==> config.mk <==
export PLATFORM = sky130hd
export DESIGN_NAME = ccd_pixel_tagger
export DESIGN_NICKNAME = d
export VERILOG_FILES = /design/src/rtl/ccd_tag_pkg.sv /design/src/rtl/ccd_pos_track.sv /design/src/rtl/ccd_region_decode.sv /design/src/rtl/ccd_tag_stage.sv /design/src/rtl/ccd_pixel_tagger.sv
export SDC_FILE = /design/constraint.sdc
export NUM_CORES = 1
export LEC_CHECK = 0
export ABC_AREA = 0
export BUFFER_PORTS_ARGS = -buffer_cell sky130_fd_sc_hd__buf_2
export CORE_ASPECT_RATIO = 0.5
export CORE_MARGIN = 1.5
export CORE_UTILIZATION = 60
export CTS_CLUSTER_SIZE = 16
export DETAILED_ROUTE_END_ITERATION = 8
export HOLD_SLACK_MARGIN = 0.05
export MAX_ROUTING_LAYER = met4
export PLACE_DENSITY = 0.87
export SYNTH_ARGS = -nofsm -noshare
export SYNTH_HDL_FRONTEND = slang
export SYNTH_SLANG_ARGS = --single-unit
==> constraint.sdc <==
create_clock -name clk -period 5.3 [get_ports clk]
set_clock_uncertainty 0.2 [all_clocks]
set_input_delay 0.53 -clock clk [delete_from_list [all_inputs] [get_ports clk]]
set_output_delay 0.53 -clock clk [all_outputs]
set_load 0.03 [all_outputs]
==> src/rtl/ccd_tag_pkg.sv <==
package ccd_tag_pkg;

  typedef enum logic [2:0] {
    RG_DUMMY  = 3'd0,
    RG_DARK   = 3'd1,
    RG_BUFFER = 3'd2,
    RG_IMAGE  = 3'd3,
    RG_TEST   = 3'd4,
    RG_OVER   = 3'd5
  } region_e;

  typedef enum logic [2:0] {
    CF_NONE  = 3'd0,
    CF_RED   = 3'd1,
    CF_GRN_R = 3'd2,
    CF_GRN_B = 3'd3,
    CF_BLUE  = 3'd4
  } colour_e;

  typedef enum logic [2:0] {
    CZ_DUMMY, CZ_SHIELD, CZ_CTE, CZ_BLUE, CZ_EDGE, CZ_CORE, CZ_PAST
  } col_zone_e;

  typedef enum logic [2:0] {
    RZ_SHIELD, RZ_CTE, RZ_EDGE, RZ_CORE, RZ_PAST
  } row_zone_e;

  // Sensor geometry, all sizes in samples or lines
  typedef struct packed {
    int unsigned dummy_n;
    int unsigned dark_cols;
    int unsigned edge_n;
    int unsigned blue_n;
    int unsigned dark_top;
    int unsigned dark_bot;
    int unsigned act_w;
    int unsigned act_h;
  } geom_t;

  function automatic int unsigned line_len(geom_t g);
    return g.dummy_n + g.dark_cols + 2 + 2 * g.edge_n + g.act_w;
  endfunction

  function automatic int unsigned frame_h(geom_t g);
    return g.dark_top + 1 + 2 * g.edge_n + g.act_h + g.dark_bot;
  endfunction

  function automatic int unsigned bayer_col0(geom_t g);
    return g.dummy_n + g.dark_cols + 1 + g.blue_n;
  endfunction

  function automatic int unsigned bayer_row0(geom_t g);
    return g.dark_top + 1;
  endfunction

  // Walk the column boundaries from the left edge of the line
  function automatic col_zone_e col_zone(geom_t g, int unsigned c);
    int unsigned b;
    b = g.dummy_n;
    if (c < b) return CZ_DUMMY;
    b = b + g.dark_cols;
    if (c < b) return CZ_SHIELD;
    b = b + 1;
    if (c < b) return CZ_CTE;
    b = b + g.blue_n;
    if (c < b) return CZ_BLUE;
    b = b + g.edge_n - g.blue_n;
    if (c < b) return CZ_EDGE;
    b = b + g.act_w;
    if (c < b) return CZ_CORE;
    b = b + g.edge_n;
    if (c < b) return CZ_EDGE;
    b = b + 1;
    if (c < b) return CZ_CTE;
    return CZ_PAST;
  endfunction

  // Walk the row boundaries from the top of the frame
  function automatic row_zone_e row_zone(geom_t g, int unsigned r);
    int unsigned b;
    b = g.dark_top;
    if (r < b) return RZ_SHIELD;
    b = b + 1;
    if (r < b) return RZ_CTE;
    b = b + g.edge_n;
    if (r < b) return RZ_EDGE;
    b = b + g.act_h;
    if (r < b) return RZ_CORE;
    b = b + g.edge_n;
    if (r < b) return RZ_EDGE;
    b = b + g.dark_bot;
    if (r < b) return RZ_SHIELD;
    return RZ_PAST;
  endfunction

  // Bayer phase from parity relative to the first Bayer pixel
  function automatic colour_e bayer_colour(geom_t g, int unsigned c, int unsigned r);
    int unsigned dc;
    int unsigned dr;
    dc = c - bayer_col0(g);
    dr = r - bayer_row0(g);
    case ({dr[0], dc[0]})
      2'b00:   return CF_RED;
      2'b01:   return CF_GRN_R;
      2'b10:   return CF_GRN_B;
      default: return CF_BLUE;
    endcase
  endfunction

endpackage

==> src/rtl/ccd_pos_track.sv <==
module ccd_pos_track #(
  parameter int unsigned LINE_LEN = 106,
  parameter int unsigned FRAME_H  = 98,
  parameter int unsigned COL_W    = 7,
  parameter int unsigned ROW_W    = 7
) (
  input  logic             clk,
  input  logic             rst_n,
  input  logic             pix_stb,
  input  logic             line_stb,
  input  logic             frame_stb,
  output logic [COL_W-1:0] pos_col_o,
  output logic [ROW_W-1:0] pos_row_o
);

  logic [COL_W-1:0] col_q;
  logic [ROW_W-1:0] row_q;
  logic [COL_W-1:0] eff_col;
  logic [ROW_W-1:0] eff_row;
  logic [COL_W-1:0] nxt_col;
  logic             col_full;
  logic             row_full;

  assign col_full = (eff_col == COL_W'(LINE_LEN));
  assign row_full = (row_q == ROW_W'(FRAME_H));

  // Position that the current strobe refers to
  always_comb begin
    if (frame_stb) begin
      eff_row = '0;
    end else if (line_stb && !row_full) begin
      eff_row = row_q + ROW_W'(1);
    end else begin
      eff_row = row_q;
    end
    eff_col = (frame_stb || line_stb) ? '0 : col_q;
  end

  assign nxt_col = (pix_stb && !col_full) ? eff_col + COL_W'(1) : eff_col;

  always_ff @(posedge clk) begin
    if (!rst_n) begin
      col_q <= '0;
      row_q <= '0;
    end else begin
      col_q <= nxt_col;
      row_q <= eff_row;
    end
  end

  assign pos_col_o = eff_col;
  assign pos_row_o = eff_row;

endmodule

==> src/rtl/ccd_region_decode.sv <==
module ccd_region_decode
  import ccd_tag_pkg::*;
#(
  parameter geom_t       GEOM  = '0,
  parameter int unsigned COL_W = 7,
  parameter int unsigned ROW_W = 7
) (
  input  logic [COL_W-1:0] col_i,
  input  logic [ROW_W-1:0] row_i,
  output region_e          region_o,
  output colour_e          colour_o,
  output logic             dark_hit_o,
  output logic             image_hit_o
);

  col_zone_e cz;
  row_zone_e rz;

  always_comb begin
    cz          = col_zone(GEOM, 32'(col_i));
    rz          = row_zone(GEOM, 32'(row_i));
    region_o    = RG_BUFFER;
    colour_o    = CF_NONE;
    dark_hit_o  = 1'b0;
    image_hit_o = 1'b0;
    if (cz == CZ_PAST || rz == RZ_PAST) begin
      region_o = RG_OVER;
    end else if (cz == CZ_DUMMY) begin
      region_o = RG_DUMMY;
    end else if (rz == RZ_SHIELD || cz == CZ_SHIELD) begin
      region_o   = RG_DARK;
      dark_hit_o = 1'b1;
    end else if (rz == RZ_CTE || cz == CZ_CTE) begin
      region_o = RG_TEST;
    end else begin
      colour_o = (cz == CZ_BLUE) ? CF_BLUE
                                 : bayer_colour(GEOM, 32'(col_i), 32'(row_i));
      if (rz == RZ_CORE && cz == CZ_CORE) begin
        region_o    = RG_IMAGE;
        image_hit_o = 1'b1;
      end
    end
  end

endmodule

==> src/rtl/ccd_tag_stage.sv <==
module ccd_tag_stage
  import ccd_tag_pkg::*;
(
  input  logic       clk,
  input  logic       rst_n,
  input  logic       pix_stb,
  input  region_e    region_i,
  input  colour_e    colour_i,
  input  logic       dark_hit_i,
  input  logic       image_hit_i,
  output logic [2:0] region_o,
  output logic [2:0] colour_o,
  output logic       tag_vld_o,
  output logic       dark_vld_o,
  output logic       img_vld_o
);

  always_ff @(posedge clk) begin
    if (!rst_n) begin
      region_o   <= '0;
      colour_o   <= '0;
      tag_vld_o  <= 1'b0;
      dark_vld_o <= 1'b0;
      img_vld_o  <= 1'b0;
    end else begin
      tag_vld_o  <= pix_stb;
      dark_vld_o <= pix_stb && dark_hit_i;
      img_vld_o  <= pix_stb && image_hit_i;
      if (pix_stb) begin
        region_o <= region_i;
        colour_o <= colour_i;
      end
    end
  end

endmodule

==> src/rtl/ccd_pixel_tagger.sv <==
module ccd_pixel_tagger
  import ccd_tag_pkg::*;
#(
  parameter int unsigned DUMMY_PHASES   = 20,
  parameter int unsigned DARK_LEAD      = 36,
  parameter int unsigned EDGE_PIX       = 20,
  parameter int unsigned BLUE_LEAD      = 4,
  parameter int unsigned DARK_TOP_LINES = 30,
  parameter int unsigned DARK_BOT_LINES = 23,
  parameter int unsigned ACT_W          = 8,
  parameter int unsigned ACT_H          = 4
) (
  input  logic       clk,
  input  logic       rst_n,
  input  logic       pix_stb,
  input  logic       line_stb,
  input  logic       frame_stb,
  output logic [2:0] region_o,
  output logic [2:0] colour_o,
  output logic       tag_vld_o,
  output logic       dark_vld_o,
  output logic       img_vld_o
);

  localparam geom_t GEOM = '{
    dummy_n:   DUMMY_PHASES,
    dark_cols: DARK_LEAD,
    edge_n:    EDGE_PIX,
    blue_n:    BLUE_LEAD,
    dark_top:  DARK_TOP_LINES,
    dark_bot:  DARK_BOT_LINES,
    act_w:     ACT_W,
    act_h:     ACT_H
  };
  localparam int unsigned LINE_LEN = line_len(GEOM);
  localparam int unsigned FRAME_H  = frame_h(GEOM);
  localparam int unsigned COL_W    = $clog2(LINE_LEN + 1);
  localparam int unsigned ROW_W    = $clog2(FRAME_H + 1);

  // Named internal events
  logic [COL_W-1:0] pos_col;
  logic [ROW_W-1:0] pos_row;
  region_e          cur_region;
  colour_e          cur_colour;
  logic             dark_hit;
  logic             image_hit;

  ccd_pos_track #(
    .LINE_LEN (LINE_LEN),
    .FRAME_H  (FRAME_H),
    .COL_W    (COL_W),
    .ROW_W    (ROW_W)
  ) u_pos (
    .clk       (clk),
    .rst_n     (rst_n),
    .pix_stb   (pix_stb),
    .line_stb  (line_stb),
    .frame_stb (frame_stb),
    .pos_col_o (pos_col),
    .pos_row_o (pos_row)
  );

  ccd_region_decode #(
    .GEOM  (GEOM),
    .COL_W (COL_W),
    .ROW_W (ROW_W)
  ) u_dec (
    .col_i       (pos_col),
    .row_i       (pos_row),
    .region_o    (cur_region),
    .colour_o    (cur_colour),
    .dark_hit_o  (dark_hit),
    .image_hit_o (image_hit)
  );

  ccd_tag_stage u_stage (
    .clk         (clk),
    .rst_n       (rst_n),
    .pix_stb     (pix_stb),
    .region_i    (cur_region),
    .colour_i    (cur_colour),
    .dark_hit_i  (dark_hit),
    .image_hit_i (image_hit),
    .region_o    (region_o),
    .colour_o    (colour_o),
    .tag_vld_o   (tag_vld_o),
    .dark_vld_o  (dark_vld_o),
    .img_vld_o   (img_vld_o)
  );

endmodule

Word level (Yosys, flattened, before mapping)

Cells that the tools add are included.

Bits in registers: 23
Bits of input ports: 5
Output and inout bits: 9
Word-level logic and storage cells: 165

Add/sub/neg operators: 4
$lt $le $gt $ge: 14
Equality and inequality tests: 12
Muxes and demuxes: 114
Reduce and logical (&&, ||, !) cells: 14

Operators with widths:

| kind                                                                         | count |
|---|---|
| 3-bit 2-to-1 mux                                                             | 43 |
| 1-bit 2-to-1 mux                                                             | 66 |
| 7-bit less-than comparator, second input constant                            | 6 |
| 7-bit by 6-bit less-than comparator with 1-bit output, second input constant | 5 |
| 7-bit 2-to-1 mux                                                             | 4 |
| 7-bit by 5-bit less-than comparator with 1-bit output, second input constant | 3 |
| 7-bit by 1-bit adder with 7-bit output, second input constant                | 2 |
| 7-bit == test, second input constant                                         | 2 |
| 3-bit by 2-bit == test with 1-bit output, second input constant              | 3 |
| 3-bit == test, second input constant                                         | 3 |
| 3-bit one-hot mux with 3 select lines                                        | 1 |
| 3-bit by 1-bit == test with 1-bit output, second input constant              | 2 |
| 3-bit zero test                                                              | 2 |
| 1-bit logical AND                                                            | 5 |
| 1-bit logical OR                                                             | 4 |
| 2-bit by 1-bit == test with 1-bit output, second input constant              | 1 |
| 2-bit == test, second input constant                                         | 1 |
| 1-bit zero test                                                              | 2 |
| 2-bit zero test                                                              | 1 |
| 1-bit subtractor, second input constant                                      | 2 |

Longest topological paths before layout

Gate-level depths: netlist (run 1).

Word-level depth: 48
Depth in mapped cells: 11

Cells and area by module

Synthesis (run 1) repeated with hierarchy kept, for this count alone.

Cells, all modules: 192
Area, all modules: 1656.6 um2

By module, submodules not included:

| module            | instances | cells an instance | area each (um2) |
|---|---|---|---|
| ccd_pos_track     | 1         | 110               | 898.4 |
| ccd_region_decode | 1         | 57                | 446.7 |
| ccd_tag_stage     | 1         | 25                | 311.5 |

Worst setup path after synthesis (run 1)

No wires, ideal clock.

Kind: reg2reg
Start point: register u_pos.row_q[4]
End point: register u_stage.region_o[0]
Data arrival time: 2336 ps
Data required time: 4984 ps
Slack: 2649 ps
Cell stages (with the launch flop): 9
Clock period less this slack: 2651 ps
Cell sequence: dfxtp_1 or4b_1 buf_2 o21ai_4 mux2_1 nor3_1 a21oi_1 a32o_2 a31o_1

Word-level cells in the longest chain between the ends: 25

Ends and longest elaborated chain:

| element                                                                                             | RTL line                             | text |
|---|---|---|
| from (decl)                                                                                         | ccd_pos_track.sv:17                  | `logic [ROW_W-1:0] row_q;` |
| from (signal assigned)                                                                              | ccd_pos_track.sv:47                  | `row_q <= eff_row;` |
| parallel branches: the longest is 3 deep, another holds 7-bit by 1-bit adder with 7-bit output      | n/a                                  |  |
| 7-bit 2-to-1 mux (*)                                                                                | ccd_pos_track.sv:31                  | `end else if (line_stb && !row_full) begin` |
| 7-bit 2-to-1 mux (*)                                                                                | ccd_pos_track.sv:29                  | `if (frame_stb) begin` |
| 7-bit by 5-bit less-than comparator with 1-bit output or 7-bit less-than comparator (tied branches) | ccd_tag_pkg.sv:84, ccd_tag_pkg.sv:92 |  |
| 3-bit 2-to-1 mux or 1-bit 2-to-1 mux (tied branches)                                                | ccd_tag_pkg.sv:84, ccd_tag_pkg.sv:92 |  |
| 3-bit 2-to-1 mux or 1-bit 2-to-1 mux (tied branches)                                                | ccd_tag_pkg.sv:83, ccd_tag_pkg.sv:91 |  |
| 3-bit 2-to-1 mux or 1-bit 2-to-1 mux (tied branches)                                                | ccd_tag_pkg.sv:86, ccd_tag_pkg.sv:89 |  |
| 3-bit 2-to-1 mux or 1-bit 2-to-1 mux (tied branches)                                                | ccd_tag_pkg.sv:88, ccd_tag_pkg.sv:87 |  |
| [7 not listed]                                                                                      | n/a                                  |  |
| 3-bit 2-to-1 mux (*)                                                                                | ccd_tag_pkg.sv:83                    | `b = b + 1;` |
| 3-bit by 2-bit == test with 1-bit output                                                            | ccd_region_decode.sv:38              | `if (rz == RZ_CORE && cz == CZ_CORE) begin` |
| 1-bit logical AND                                                                                   | ccd_region_decode.sv:38              |  |
| 1-bit 2-to-1 mux                                                                                    | ccd_region_decode.sv:38              |  |
| 3-bit 2-to-1 mux                                                                                    | ccd_region_decode.sv:33              | `end else if (rz == RZ_CTE \|\| cz == CZ_CTE) begin` |
| 3-bit 2-to-1 mux                                                                                    | ccd_region_decode.sv:30              | `end else if (rz == RZ_SHIELD \|\| cz == CZ_SHIELD) begin` |
| 3-bit 2-to-1 mux                                                                                    | ccd_region_decode.sv:28              | `end else if (cz == CZ_DUMMY) begin` |
| 3-bit 2-to-1 mux (*)                                                                                | ccd_region_decode.sv:26              | `if (cz == CZ_PAST \|\| rz == RZ_PAST) begin` |
| to (signal assigned)                                                                                | ccd_tag_stage.sv:30                  | `region_o <= region_i;` |
| to (decl)                                                                                           | ccd_tag_stage.sv:11                  | `output logic [2:0] region_o,` |

Mark *: on every way between the ends. The select of a mux whose other input is x is not followed.
A chain may end at the register's enable or synchronous reset.

Worst setup path after layout (run 1)

Start point: register u_pos.row_q[2]
End point: register u_stage.colour_o[2]

Word-level cells in the longest chain between the ends: 24

Ends and longest elaborated chain:

| element                                                                                             | RTL line                             | text |
|---|---|---|
| parallel branches: the longest is 3 deep, another holds 7-bit by 1-bit adder with 7-bit output      | n/a                                  |  |
| 7-bit 2-to-1 mux (*)                                                                                | ccd_pos_track.sv:31                  |  |
| 7-bit 2-to-1 mux (*)                                                                                | ccd_pos_track.sv:29                  |  |
| 7-bit by 5-bit less-than comparator with 1-bit output or 7-bit less-than comparator (tied branches) | ccd_tag_pkg.sv:84, ccd_tag_pkg.sv:92 |  |
| 3-bit 2-to-1 mux or 1-bit 2-to-1 mux (tied branches)                                                | ccd_tag_pkg.sv:84, ccd_tag_pkg.sv:92 |  |
| 3-bit 2-to-1 mux or 1-bit 2-to-1 mux (tied branches)                                                | ccd_tag_pkg.sv:83, ccd_tag_pkg.sv:91 |  |
| 3-bit 2-to-1 mux or 1-bit 2-to-1 mux (tied branches)                                                | ccd_tag_pkg.sv:86, ccd_tag_pkg.sv:89 |  |
| 3-bit 2-to-1 mux or 1-bit 2-to-1 mux (tied branches)                                                | ccd_tag_pkg.sv:88, ccd_tag_pkg.sv:87 |  |
| [6 not listed]                                                                                      | n/a                                  |  |
| 3-bit 2-to-1 mux                                                                                    | ccd_tag_pkg.sv:85                    | `b = b + g.edge_n;` |
| 3-bit 2-to-1 mux                                                                                    | ccd_tag_pkg.sv:83                    |  |
| 3-bit by 1-bit == test with 1-bit output                                                            | ccd_region_decode.sv:33              |  |
| 1-bit logical OR                                                                                    | ccd_region_decode.sv:33              |  |
| 3-bit 2-to-1 mux                                                                                    | ccd_region_decode.sv:33              |  |
| 3-bit 2-to-1 mux                                                                                    | ccd_region_decode.sv:30              |  |
| 3-bit 2-to-1 mux                                                                                    | ccd_region_decode.sv:28              |  |
| 3-bit 2-to-1 mux (*)                                                                                | ccd_region_decode.sv:26              |  |
| to (signal assigned)                                                                                | ccd_tag_stage.sv:31                  | `colour_o <= colour_i;` |
| to (decl)                                                                                           | ccd_tag_stage.sv:12                  | `output logic [2:0] colour_o,` |

Marked as above.

==> run_summary.xml, run 1 <==
<?xml version="1.0" encoding="UTF-8"?>
<metrics>
  <group name="logic_synthesis">
    <metric name="ys_top_cells_by_area" unit="">sky130_fd_sc_hd__dfxtp_1, sky130_fd_sc_hd__nor2_1, sky130_fd_sc_hd__ha_1</metric>
    <metric name="syn_area" unit="mm²">0.001574</metric>
    <metric name="syn-num-nets" unit="">201</metric>
    <metric name="synthCells" unit="">190</metric>
    <metric name="synth.lib_cells_used.distinct" unit="">56</metric>
    <metric name="postSynth.topFlopCell" unit="">sky130_fd_sc_hd__dfxtp_1</metric>
    <metric name="synth_sequential_area_ratio" unit="%">29.25</metric>
    <metric name="yosysWarningCount" unit="">0</metric>
    <metric name="synthDominantCellAreaShare" unit="%">29.25</metric>
    <metric name="synthesis.area_per_instance" unit="µm²">8.284</metric>
    <metric name="async_flop_share" unit="%">0</metric>
    <metric name="postSynthRegisterBits" unit="">23</metric>
    <metric name="synth-edff-count" unit="">0</metric>
    <metric name="synth_top_area_cell" unit="">sky130_fd_sc_hd__dfxtp_1</metric>
  </group>
  <group name="pwr">
    <metric name="internal_power" unit="µW">239.5</metric>
    <metric name="swShare" unit="%">24.42</metric>
    <metric name="leakage" unit="nW">0.5942</metric>
    <metric name="clock_power_share" unit="%">33.6</metric>
    <metric name="comb_power_share" unit="%">10.3</metric>
    <metric name="power_per_cell_area" unit="mW/mm²">187.2</metric>
    <metric name="power.net_switching" unit="µW">77.38</metric>
    <metric name="ir_drop" unit="mV">0.1487</metric>
    <metric name="power_frac_seq" unit="%">56.1</metric>
  </group>
  <group name="timing">
    <metric name="maxSlewViolCount" unit="">0</metric>
    <metric name="final-setup-viol-count" unit="">0</metric>
    <metric name="finalCriticalPeriod" unit="ns">3.137</metric>
    <metric name="timing.fmax" unit="MHz">318.7</metric>
    <metric name="slew_headroom" unit="%">64.01</metric>
    <metric name="report.final.hold_viol_count" unit="">0</metric>
    <metric name="rsz0062_at_grt" unit="">no</metric>
    <metric name="final.period_utilization" unit="%">59.20</metric>
    <metric name="totalNegativeSetupSlack" unit="ns">0</metric>
    <metric name="worst_pin_slew" unit="ns">0.5329</metric>
  </group>
  <group name="placement">
    <metric name="dpl.hpwl" unit="mm">2.721</metric>
    <metric name="dpl_cell_area" unit="mm²">0.001648</metric>
    <metric name="place.port_buffers" unit="">13</metric>
    <metric name="gp_congestion" unit="">0.9324</metric>
    <metric name="place_inst" unit="">231</metric>
  </group>
  <group name="cts">
    <metric name="holdBufCountCts" unit="">0</metric>
    <metric name="postCtsResizedCells" unit="">0</metric>
    <metric name="tritoncts_clock_tree" unit="">done</metric>
    <metric name="clk_latency" unit="ns">0.26</metric>
    <metric name="tritoncts.num_buffers" unit="">3</metric>
    <metric name="cts.path.max_buffers" unit="">2</metric>
    <metric name="cts.sink_count" unit="">23</metric>
    <metric name="post_cts_buffers" unit="">0</metric>
    <metric name="clock_tree.root_cell" unit="">sky130_fd_sc_hd__clkbuf_8</metric>
    <metric name="clk_transition_reported_paths" unit="ns">0.08</metric>
    <metric name="htree_levels" unit="">1</metric>
  </group>
  <group name="setup_path">
    <metric name="cp_data_arrival_time" unit="ns">3.11</metric>
    <metric name="setup.worst_path.end_class" unit="">flip-flop</metric>
    <metric name="critical_path_fanout_max" unit="">11</metric>
    <metric name="setup.worst_path.class" unit="">reg -&gt; reg</metric>
    <metric name="startpoint_type" unit="">flip-flop</metric>
    <metric name="required" unit="ns">5.27</metric>
  </group>
  <group name="floorplan">
    <metric name="die_y" unit="µm">39.22</metric>
    <metric name="coreArea" unit="mm²">0.002342</metric>
    <metric name="dieArea" unit="mm²">0.002958</metric>
    <metric name="ioPinCount" unit="">14</metric>
    <metric name="initial_utilization" unit="%">67.20</metric>
    <metric name="die_w" unit="µm">75.44</metric>
    <metric name="std_cell_rows" unit="">12</metric>
  </group>
  <group name="grt">
    <metric name="overflow" unit="">0</metric>
    <metric name="antenna_found_initial" unit="">0</metric>
    <metric name="grt_max_degree" unit="">17</metric>
    <metric name="grt_first_pass_wirelength" unit="mm">6.127</metric>
    <metric name="total_routing_usage_gr" unit="%">29.35</metric>
    <metric name="grt_pass1_vias" unit="">1313</metric>
  </group>
  <group name="final_layout">
    <metric name="postLayoutCoreUtil" unit="%">72.28</metric>
    <metric name="layout.nets" unit="">212</metric>
    <metric name="stdcell_count" unit="">235</metric>
    <metric name="antenna_cells_inserted" unit="">0</metric>
    <metric name="area.growth.synth_to_final" unit="%">7.551</metric>
    <metric name="post-route-cell-area" unit="mm²">0.001693</metric>
    <metric name="post_route_cells_drive_above_1_share" unit="%">14.50</metric>
  </group>
  <group name="routing">
    <metric name="finalWirelength" unit="mm">3.705</metric>
    <metric name="dr_total_vias" unit="">1492</metric>
    <metric name="antenna_left" unit="">0</metric>
    <metric name="firstDrtPassIters" unit="">5</metric>
    <metric name="routed_via_density" unit="">6.349</metric>
    <metric name="number_of_violations_reported_at_the_end_of_detailed_routing_iteration_0" unit="">140</metric>
    <metric name="drt_drc_violations_left" unit="">0</metric>
    <metric name="post_drt_wl_per_cell" unit="µm">15.77</metric>
  </group>
  <group name="worst_hold_path">
    <metric name="timing.hold.worst.class" unit="">reg -&gt; reg</metric>
  </group>
  <group name="outcome">
    <metric name="outcome" unit="">finished, final reports clean</metric>
  </group>
  <group name="run">
    <metric name="max-cap-violations" unit="">0</metric>
  </group>
</metrics>
[synth_stat cells, drive strengths merged, types with 2 or more instances]
cell type	n
nand2	15
o21a	2
nor2b	3
xor2	4
ha	6
nand2b	3
o31ai	6
or3	3
mux2i	2
or2	2
nand4	4
o21ai	13
or3b	5
mux2	3
o22ai	2
and4	2
dfxtp	23
or4	3
a21oi	9
clkbuf	2
or4b	2
xnor2	4
buf	5
nor3	2
and2	3
nand3	6
o211ai	3
inv	9
a41oi	2
nor2	23
[routing by layer]
metal	up-vias	wire length (µm)	GRT usage, %
li1	725	-	-
met1	688	1624	37.48
met2	77	1737	48.46
met3	2	336	6.771
met4	0	6	5.804
met5	-	0	-
[placed cells by master, fill, tap and decap left out, types with 3 or more instances in the layout]
cell type,instances
sky130_fd_sc_hd__or3b_1,5
sky130_fd_sc_hd__nand3_1,6
sky130_fd_sc_hd__ha_1,6
sky130_fd_sc_hd__nand2b_1,3
sky130_fd_sc_hd__dfxtp_1,23
sky130_fd_sc_hd__xor2_1,4
sky130_fd_sc_hd__xnor2_1,4
sky130_fd_sc_hd__nor2b_1,3
sky130_fd_sc_hd__nand4_1,3
sky130_fd_sc_hd__o211ai_1,3
sky130_fd_sc_hd__nor2_1,21
sky130_fd_sc_hd__or4_1,3
sky130_fd_sc_hd__or3_1,3
sky130_fd_sc_hd__o21ai_0,10
sky130_fd_sc_hd__o31ai_1,5
sky130_fd_sc_hd__and2_1,3
sky130_fd_sc_hd__inv_1,9
sky130_fd_sc_hd__buf_2,13
sky130_fd_sc_hd__nand2_1,15
sky130_fd_sc_hd__a21oi_1,9
sky130_fd_sc_hd__clkbuf_8,3
[kinds of logic (layout without fill, tap and decap cells)]
| kind of cell | count (synthesis) | in the layout | synth area share (%) |
|---|---|---|---|
| AOI/OAI and AO/OA | 53 | 53 | 25.84 |
| DFF | 23 | 23 | 29.25 |
| buffers and inverters | 16 | 26 | 4.372 |
| muxes | 5 | 5 | 3.418 |
| xor gates and xnor gates | 8 | 8 | 4.451 |
| adders and majority gates | 6 | 6 | 4.769 |
| and+or+nand+nor | 79 | 79 | 27.90 |
[per-stage QoR]
| stage | power, mW | setup slack [ns] | hold WS [ns] |
|---|---|---|---|
| floorplan | 0.2051 | 2.649 | 0.3154 |
| global placement | 0.2125 | 2.345 | 0.2381 |
| detailed placement | 0.2137 | 2.256 | 0.2396 |
| CTS | 0.3176 | 2.191 | 0.2505 |
| global route | 0.3304 | 2.026 | 0.2703 |
| finish | 0.3169 | 2.163 | 0.2465 |
[final timing paths]
path / startpoint / end / slack (ns) / cells after the start
worst min-delay path: u_stage.region_o[1] / u_stage.region_o[1] / 0.25 / 2
worst max-delay path: u_pos.row_q[2] / u_stage.colour_o[2] / 2.16 / 7
worst min register to register: u_stage.region_o[1] / u_stage.region_o[1] / 0.25 / 2
worst max register to register: u_pos.row_q[2] / u_stage.colour_o[2] / 2.16 / 7
[registers in the layout, summed over array words and instances (netlist names)]
register	count
u_pos.col_q	7
u_pos.row_q	7
u_stage.colour_o	3
u_stage.region_o	3
u_stage.dark_vld_o	1
u_stage.img_vld_o	1
u_stage.tag_vld_o	1
[power groups by stage]
stage | Sequential, mW | Clock, mW | Combinational [mW]
floorplan | 0.183 | 0 | 0.0218
global placement | 0.182 | 0 | 0.0309
detailed placement | 0.182 | 0 | 0.0318
CTS | 0.178 | 0.108 | 0.0321
global route | 0.178 | 0.116 | 0.0358
finish | 0.178 | 0.106 | 0.0327
[worst max-delay path: stages, from the launching register on]
cell                      delay, ns
sky130_fd_sc_hd__dfxtp_1       0.41
sky130_fd_sc_hd__or4b_1        0.68
sky130_fd_sc_hd__o21ai_4       0.30
sky130_fd_sc_hd__mux2_1        0.38
sky130_fd_sc_hd__nor3_1        0.34
sky130_fd_sc_hd__a21oi_1       0.12
sky130_fd_sc_hd__a32o_2        0.33
sky130_fd_sc_hd__o31ai_1       0.27
[layout make-up]
class	count	area, µm²
clock buffers	4	45.04
fillers	182	649.4
inverters	9	33.78
multi-input cells	151	1045
flip-flops and latches	23	460.4
well taps	35	43.79
repair buffers	13	65.06
No activity file was read; power rests on OpenSTA's default activity.
==> inputs of run 2 (changes only) <==
- CORE_UTILIZATION: 60 -> 59
- PLACE_DENSITY: 0.87 -> 0.86
- clock period: 5.3 -> 3 ns (I/O delays scaled with it)
==> run 2 against run 1 <==
Against the previous run: clock power rose by 77%; power rose by 77%; routed wire length fell by 4.5%; register-to-register slack got worse by 2.0 ns; utilization rose by 1.6 points; cell area rose by 3.5%; final cell count rose by 2.6%; largest cell class unchanged.
==> run_summary.xml, run 2 (synthesis results as in run 1) <==
<?xml version="1.0" encoding="UTF-8"?>
<metrics>
  <group name="routing">
    <metric name="post_drt_wl_per_cell" unit="µm">14.68</metric>
    <metric name="finalWirelength" unit="mm">3.537</metric>
    <metric name="dr_total_vias" unit="">1533</metric>
    <metric name="number_of_violations_reported_at_the_end_of_detailed_routing_iteration_0" unit="">152</metric>
    <metric name="routed_via_density" unit="">6.361</metric>
    <metric name="antenna_left" unit="">0</metric>
    <metric name="drt_drc_violations_left" unit="">0</metric>
    <metric name="firstDrtPassIters" unit="">4</metric>
  </group>
  <group name="placement">
    <metric name="dpl.hpwl" unit="mm">2.726</metric>
    <metric name="placement.setup.worst_slack" unit="ns">0.1236</metric>
    <metric name="gp_congestion" unit="">0.9624</metric>
    <metric name="place.port_buffers" unit="">13</metric>
  </group>
  <group name="floorplan">
    <metric name="std_cell_rows" unit="">12</metric>
    <metric name="die_y" unit="µm">39.53</metric>
    <metric name="coreArea" unit="mm²">0.002372</metric>
    <metric name="ioPinCount" unit="">14</metric>
    <metric name="initial_utilization" unit="%">66.35</metric>
    <metric name="die_w" unit="µm">76.05</metric>
    <metric name="dieArea" unit="mm²">0.003006</metric>
  </group>
  <group name="grt">
    <metric name="grt_max_degree" unit="">17</metric>
    <metric name="total_routing_usage_gr" unit="%">26.52</metric>
    <metric name="grt_pass1_vias" unit="">1314</metric>
    <metric name="antenna_found_initial" unit="">0</metric>
    <metric name="grt_first_pass_wirelength" unit="mm">5.961</metric>
    <metric name="overflow" unit="">0</metric>
  </group>
  <group name="final_layout">
    <metric name="layout.nets" unit="">218</metric>
    <metric name="multi_input_area" unit="mm²">0.001059</metric>
    <metric name="fill_cells" unit="">174</metric>
    <metric name="post_route_cells_drive_above_1_share" unit="%">18.93</metric>
    <metric name="leading_cell_type_in_the_layout_fill_and_taps_excluded" unit="">sky130_fd_sc_hd__dfxtp_1</metric>
    <metric name="area.growth.synth_to_final" unit="%">11.37</metric>
    <metric name="biggestRegsByFlops" unit="">u_pos.col_q x7, u_pos.row_q x7</metric>
    <metric name="antenna_cells_inserted" unit="">0</metric>
    <metric name="layout_common_cells" unit="">sky130_fd_sc_hd__dfxtp_1, sky130_fd_sc_hd__nor2_1, sky130_fd_sc_hd__nand2_1, sky130_fd_sc_hd__buf_2, sky130_fd_sc_hd__o21ai_0</metric>
    <metric name="area.sequential" unit="µm²">461.7</metric>
  </group>
  <group name="timing">
    <metric name="worst_pin_slew" unit="ns">0.6142</metric>
    <metric name="worst_slack" unit="ns">0.1713</metric>
    <metric name="finalCriticalPeriod" unit="ns">2.829</metric>
    <metric name="timing.fmax" unit="MHz">353.5</metric>
    <metric name="rsz0062_at_grt" unit="">no</metric>
    <metric name="slew_headroom" unit="%">58.52</metric>
    <metric name="final-setup-viol-count" unit="">0</metric>
    <metric name="totalNegativeSetupSlack" unit="ns">0</metric>
    <metric name="maxSlewViolCount" unit="">0</metric>
    <metric name="final.period_utilization" unit="%">94.29</metric>
    <metric name="report.final.hold_viol_count" unit="">0</metric>
  </group>
  <group name="setup_path">
    <metric name="startpoint_type" unit="">flip-flop</metric>
    <metric name="ff2ff_setup_slack" unit="ns">0.17</metric>
    <metric name="setup.worst_path.class" unit="">reg -&gt; reg</metric>
    <metric name="critical_path_fanout_max" unit="">8</metric>
    <metric name="cell_chain_critical_path" unit="">or4b_1 &gt; o21ai_4 &gt; buf_4 &gt; nor2_2 &gt; a2111oi_4 &gt; a21oi_1 &gt; a32o_2 &gt; o31ai_1</metric>
    <metric name="cpMaxStageDelayCell" unit="">sky130_fd_sc_hd__or4b_1</metric>
    <metric name="slowest_cell_delay_on_critical_path" unit="ns">0.67</metric>
    <metric name="required" unit="ns">2.98</metric>
    <metric name="setup.worst_path.end_class" unit="">flip-flop</metric>
    <metric name="cp_data_arrival_time" unit="ns">2.80</metric>
    <metric name="r2r.worst_path.cells" unit="">8</metric>
  </group>
  <group name="pwr">
    <metric name="ir_drop" unit="mV">0.3974</metric>
    <metric name="power_per_cell_area" unit="mW/mm²">320.7</metric>
    <metric name="leakage" unit="nW">0.6218</metric>
  </group>
  <group name="run">
    <metric name="max-cap-violations" unit="">0</metric>
  </group>
  <group name="outcome">
    <metric name="outcome" unit="">finished, final reports clean</metric>
  </group>
  <group name="cts">
    <metric name="cts.path.max_buffers" unit="">2</metric>
    <metric name="tritoncts_clock_tree" unit="">done</metric>
    <metric name="tritoncts.num_buffers" unit="">3</metric>
    <metric name="holdBufCountCts" unit="">0</metric>
    <metric name="cts.sink_count" unit="">23</metric>
    <metric name="clock_tree.root_cell" unit="">sky130_fd_sc_hd__clkbuf_8</metric>
    <metric name="clk_transition_reported_paths" unit="ns">0.08</metric>
    <metric name="htree_levels" unit="">1</metric>
    <metric name="clk_latency" unit="ns">0.26</metric>
    <metric name="post_cts_buffers" unit="">0</metric>
  </group>
  <group name="worst_hold_path">
    <metric name="whs_path_depth" unit="">2</metric>
    <metric name="timing.hold.worst.class" unit="">in -&gt; reg</metric>
  </group>
</metrics>
[run 2: cell types whose count changed in the layout (fill, tap and decap cells not counted), sizes merged]
| cell | delta |
|---|---|
| buf | +6 |
[run 2: per-layer routing]
layer	global-route usage (%)	share of wire (%)
met5	-	0
met3	4.884	6.5
met2	49.10	48
met1	32.46	45
met4	3.241	0.51
[run 2: report_power, final]
| group | internal, mW | switching [mW] | leakage (nW) | total, mW |
|---|---|---|---|---|
| sequential | 0.309 | 0.00425 | 0.187 | 0.314 |
| combinational | 0.0217 | 0.0389 | 0.412 | 0.0607 |
| clock | 0.0947 | 0.0932 | 0.0228 | 0.188 |
[run 2: path summary, 6_finish.rpt]
kind | to | start
worst max-delay path | u_stage.colour_o[2] | u_pos.row_q[4]
worst min-delay path | u_stage.tag_vld_o | pix_stb
worst max register to register | u_stage.colour_o[2] | u_pos.row_q[4]
worst min register to register | u_stage.region_o[1] | u_stage.region_o[1]
[run 2: what timing repair did]
action	in CTS	in global routing
hold endpoints to repair	0	0
setup endpoints to repair	0	7
resized for setup	0	4
[run 2: layout make-up]
type                            instances  area share (%)
Inverter                                9           1.927
Timing Repair Buffer                   19           6.281
Sequential cell                        23           26.34
Multi-Input combinational cell        151           60.39
Clock buffer                            4           2.570
Tap cell                               35           2.498
[run 2: metrics by stage]
step / power (mW) / cells / area (µm²) / util [%] / hold slack, ns
2_1_floorplan: 0.3624 / 190 / 1574 / - / 0.2976
3_3_place_gp: 0.3779 / 237 / 1693 / 71.36 / 0.2328
3_5_place_dp: 0.3799 / 237 / 1693 / 71.36 / 0.2346
4_1_cts: 0.5638 / 241 / 1738 / 73.26 / 0.2032
5_1_grt: 0.5839 / 241 / 1753 / 73.89 / 0.2058
6_report: 0.5623 / 241 / 1753 / 73.89 / 0.2038
[run 2: worst max-delay path, delay by kind of cell (launching register included)]
family / cells / cell delay [ns]
and+or+nand+nor: 2 / 0.72
AOI/OAI and AO/OA: 5 / 1.32
buffers and inverters: 1 / 0.17
DFF: 1 / 0.33
==> inputs of run 3 (changes only) <==
- CORE_UTILIZATION: 59 -> 30
- PLACE_DENSITY: 0.86 -> 0.53
==> run 3 against run 2 <==
Against the previous run: clock power up 5%; combinational power up 3.6%; final cell count up 16%; global-route usage down 12 points; first-iteration DRC count down 53%; register-to-register slack worse by 0.02 ns.
==> run_summary.xml, run 3 (synthesis results as in run 1) <==
<?xml version="1.0" encoding="UTF-8"?>
<metrics>
  <group name="final_layout">
    <metric name="layout.nets" unit="">222</metric>
    <metric name="layout_common_cells" unit="">sky130_fd_sc_hd__dfxtp_1, sky130_fd_sc_hd__nor2_1, sky130_fd_sc_hd__nand2_1, sky130_fd_sc_hd__buf_2</metric>
    <metric name="fill_cells" unit="">514</metric>
    <metric name="biggestRegsByFlops" unit="">u_pos.col_q x7, u_pos.row_q x7</metric>
    <metric name="post_route_cells_drive_above_1_share" unit="%">20.48</metric>
    <metric name="antenna_cells_inserted" unit="">0</metric>
    <metric name="area.growth.synth_to_final" unit="%">15.82</metric>
    <metric name="leading_cell_type_in_the_layout_fill_and_taps_excluded" unit="">sky130_fd_sc_hd__dfxtp_1</metric>
    <metric name="stdcell_count" unit="">280</metric>
  </group>
  <group name="routing">
    <metric name="antenna_left" unit="">0</metric>
    <metric name="finalWirelength" unit="mm">3.823</metric>
    <metric name="number_of_violations_reported_at_the_end_of_detailed_routing_iteration_0" unit="">72</metric>
    <metric name="dr_total_vias" unit="">1476</metric>
    <metric name="routed_via_density" unit="">5.271</metric>
    <metric name="firstDrtPassIters" unit="">4</metric>
    <metric name="post_drt_wl_per_cell" unit="µm">13.65</metric>
    <metric name="drt_drc_violations_left" unit="">0</metric>
  </group>
  <group name="setup_path">
    <metric name="r2r-start" unit="">u_pos.row_q[4]</metric>
    <metric name="worst_r2r_endpoint" unit="">u_stage.img_vld_o</metric>
    <metric name="crit_path_end" unit="">u_stage.img_vld_o</metric>
    <metric name="setup.worst_path.end_class" unit="">flip-flop</metric>
    <metric name="required" unit="ns">2.98</metric>
    <metric name="r2r.worst_path.cells" unit="">7</metric>
    <metric name="cp_data_arrival_time" unit="ns">2.82</metric>
    <metric name="setup.worst_path.class" unit="">reg -&gt; reg</metric>
    <metric name="startpoint_type" unit="">flip-flop</metric>
    <metric name="critical_path.startpoint" unit="">u_pos.row_q[4]</metric>
    <metric name="ff2ff_setup_slack" unit="ns">0.15</metric>
    <metric name="critical_path_fanout_max" unit="">6</metric>
  </group>
  <group name="cts">
    <metric name="htree_levels" unit="">1</metric>
    <metric name="clk_transition_reported_paths" unit="ns">0.08</metric>
    <metric name="clk_latency" unit="ns">0.26</metric>
    <metric name="cts.path.max_buffers" unit="">2</metric>
    <metric name="cts.sink_count" unit="">23</metric>
    <metric name="post_cts_buffers" unit="">0</metric>
    <metric name="tritoncts_clock_tree" unit="">done</metric>
    <metric name="clock_tree.root_cell" unit="">sky130_fd_sc_hd__clkbuf_8</metric>
    <metric name="tritoncts.num_buffers" unit="">3</metric>
  </group>
  <group name="timing">
    <metric name="maxSlewViolCount" unit="">0</metric>
    <metric name="finalCriticalPeriod" unit="ns">2.846</metric>
    <metric name="rsz0062_at_grt" unit="">no</metric>
    <metric name="report.final.hold_viol_count" unit="">0</metric>
    <metric name="final.period_utilization" unit="%">94.86</metric>
    <metric name="totalNegativeSetupSlack" unit="ns">0</metric>
    <metric name="timing.fmax" unit="MHz">351.4</metric>
    <metric name="slew_headroom" unit="%">61.76</metric>
    <metric name="fin_hold_ws" unit="ns">0.1917</metric>
    <metric name="worst_pin_slew" unit="ns">0.5662</metric>
    <metric name="final-setup-viol-count" unit="">0</metric>
  </group>
  <group name="pwr">
    <metric name="ir_drop" unit="mV">0.1565</metric>
    <metric name="power_per_cell_area" unit="mW/mm²">315.4</metric>
    <metric name="leakage" unit="nW">0.6414</metric>
  </group>
  <group name="grt">
    <metric name="grt_pass1_vias" unit="">1282</metric>
    <metric name="overflow" unit="">0</metric>
    <metric name="grt_first_pass_wirelength" unit="mm">6.451</metric>
    <metric name="grt_max_degree" unit="">13</metric>
    <metric name="total_routing_usage_gr" unit="%">14.81</metric>
    <metric name="antenna_found_initial" unit="">0</metric>
  </group>
  <group name="placement">
    <metric name="gp_congestion" unit="">0.9463</metric>
    <metric name="dpl.hpwl" unit="mm">2.933</metric>
    <metric name="place.port_buffers" unit="">13</metric>
    <metric name="place_inst" unit="">276</metric>
  </group>
  <group name="floorplan">
    <metric name="initial_utilization" unit="%">31.62</metric>
    <metric name="ioPinCount" unit="">14</metric>
    <metric name="die_w" unit="µm">105.4</metric>
    <metric name="coreArea" unit="mm²">0.004977</metric>
    <metric name="std_cell_rows" unit="">18</metric>
    <metric name="dieArea" unit="mm²">0.005717</metric>
    <metric name="die_y" unit="µm">54.22</metric>
  </group>
  <group name="worst_hold_path">
    <metric name="holdCritStartpoint" unit="">rst_n</metric>
    <metric name="timing.hold.worst.class" unit="">in -&gt; reg</metric>
  </group>
  <group name="run">
    <metric name="max-cap-violations" unit="">0</metric>
  </group>
  <group name="outcome">
    <metric name="outcome" unit="">finished, final reports clean</metric>
  </group>
</metrics>
## run 3: cell count changes in the layout (fill, tap and decap cells not counted)
cell / before / now
sky130_fd_sc_hd__nor2_2: 2 / 3
sky130_fd_sc_hd__a221oi_1: 0 / 1
sky130_fd_sc_hd__a221oi_2: 1 / 0
sky130_fd_sc_hd__buf_4: 6 / 10
sky130_fd_sc_hd__nor2_1: 21 / 20
## run 3: repair_timing
item	in CTS	in global routing
hold buffers	0	0
endpoints found under the hold margin	0	0
endpoints found under the setup margin	0	5
gates resized for setup	0	4
## run 3: where the power goes
| group | internal (mW) | leakage [nW] | switching, mW |
|---|---|---|---|
| Clock | 0.0949 | 0.0228 | 0.103 |
| Combinational | 0.0230 | 0.432 | 0.0399 |
| Sequential | 0.309 | 0.187 | 0.00425 |
| Total | 0.427 | 0.641 | 0.148 |
## run 3: worst min-delay path by stage
stage / to / slack, ns / cells after the start
2_1_floorplan: u_stage.region_o[2] / 0.30 / 2
3_3_place_gp: u_stage.colour_o[1] / 0.24 / 2
3_5_place_dp: u_stage.region_o[1] / 0.24 / 2
4_1_cts: u_pos.col_q[1] / 0.19 / 2
5_1_grt: u_stage.tag_vld_o / 0.20 / 2
6_report: u_pos.col_q[1] / 0.19 / 2
## run 3: area by class of cell
type	instances	area (µm²)	area share, %
Multi-Input combinational cell	151	1055	57.86
Clock buffer	4	45.04	2.471
Timing Repair Buffer	23	140.1	7.687
Tap cell	70	87.58	4.804
Sequential cell	23	461.7	25.33
Inverter	9	33.78	1.853
## run 3: critical path, stage by stage, from the launching register on
cell                      delay, ns
sky130_fd_sc_hd__dfxtp_1       0.33
sky130_fd_sc_hd__or4b_1        0.68
sky130_fd_sc_hd__o21ai_4       0.22
sky130_fd_sc_hd__mux2_1        0.38
sky130_fd_sc_hd__nor3_2        0.26
sky130_fd_sc_hd__a21oi_1       0.08
sky130_fd_sc_hd__or3b_1        0.37
sky130_fd_sc_hd__nor3_1        0.23
## run 3: metal layers
layer	routed length, µm	GRT usage [%]	part of all wire [%]
met5	0	-	0
met4	29	2.740	0.76
met3	160	2.857	4.2
met2	1738	24.95	45
met1	1893	19.12	50
## run 3: stage by stage
stage / cell area (µm²) / total power [mW] / util, % / worst slack, ns
floorplan: 1574 / 0.3624 / - / 0.3486
global placement: 1767 / 0.3829 / 35.50 / 0.1070
detailed placement: 1767 / 0.3824 / 35.50 / 0.09638
CTS: 1812 / 0.5821 / 36.40 / 0.06232
global route: 1823 / 0.6048 / 36.63 / 0.01580
finish: 1823 / 0.5749 / 36.63 / 0.1543
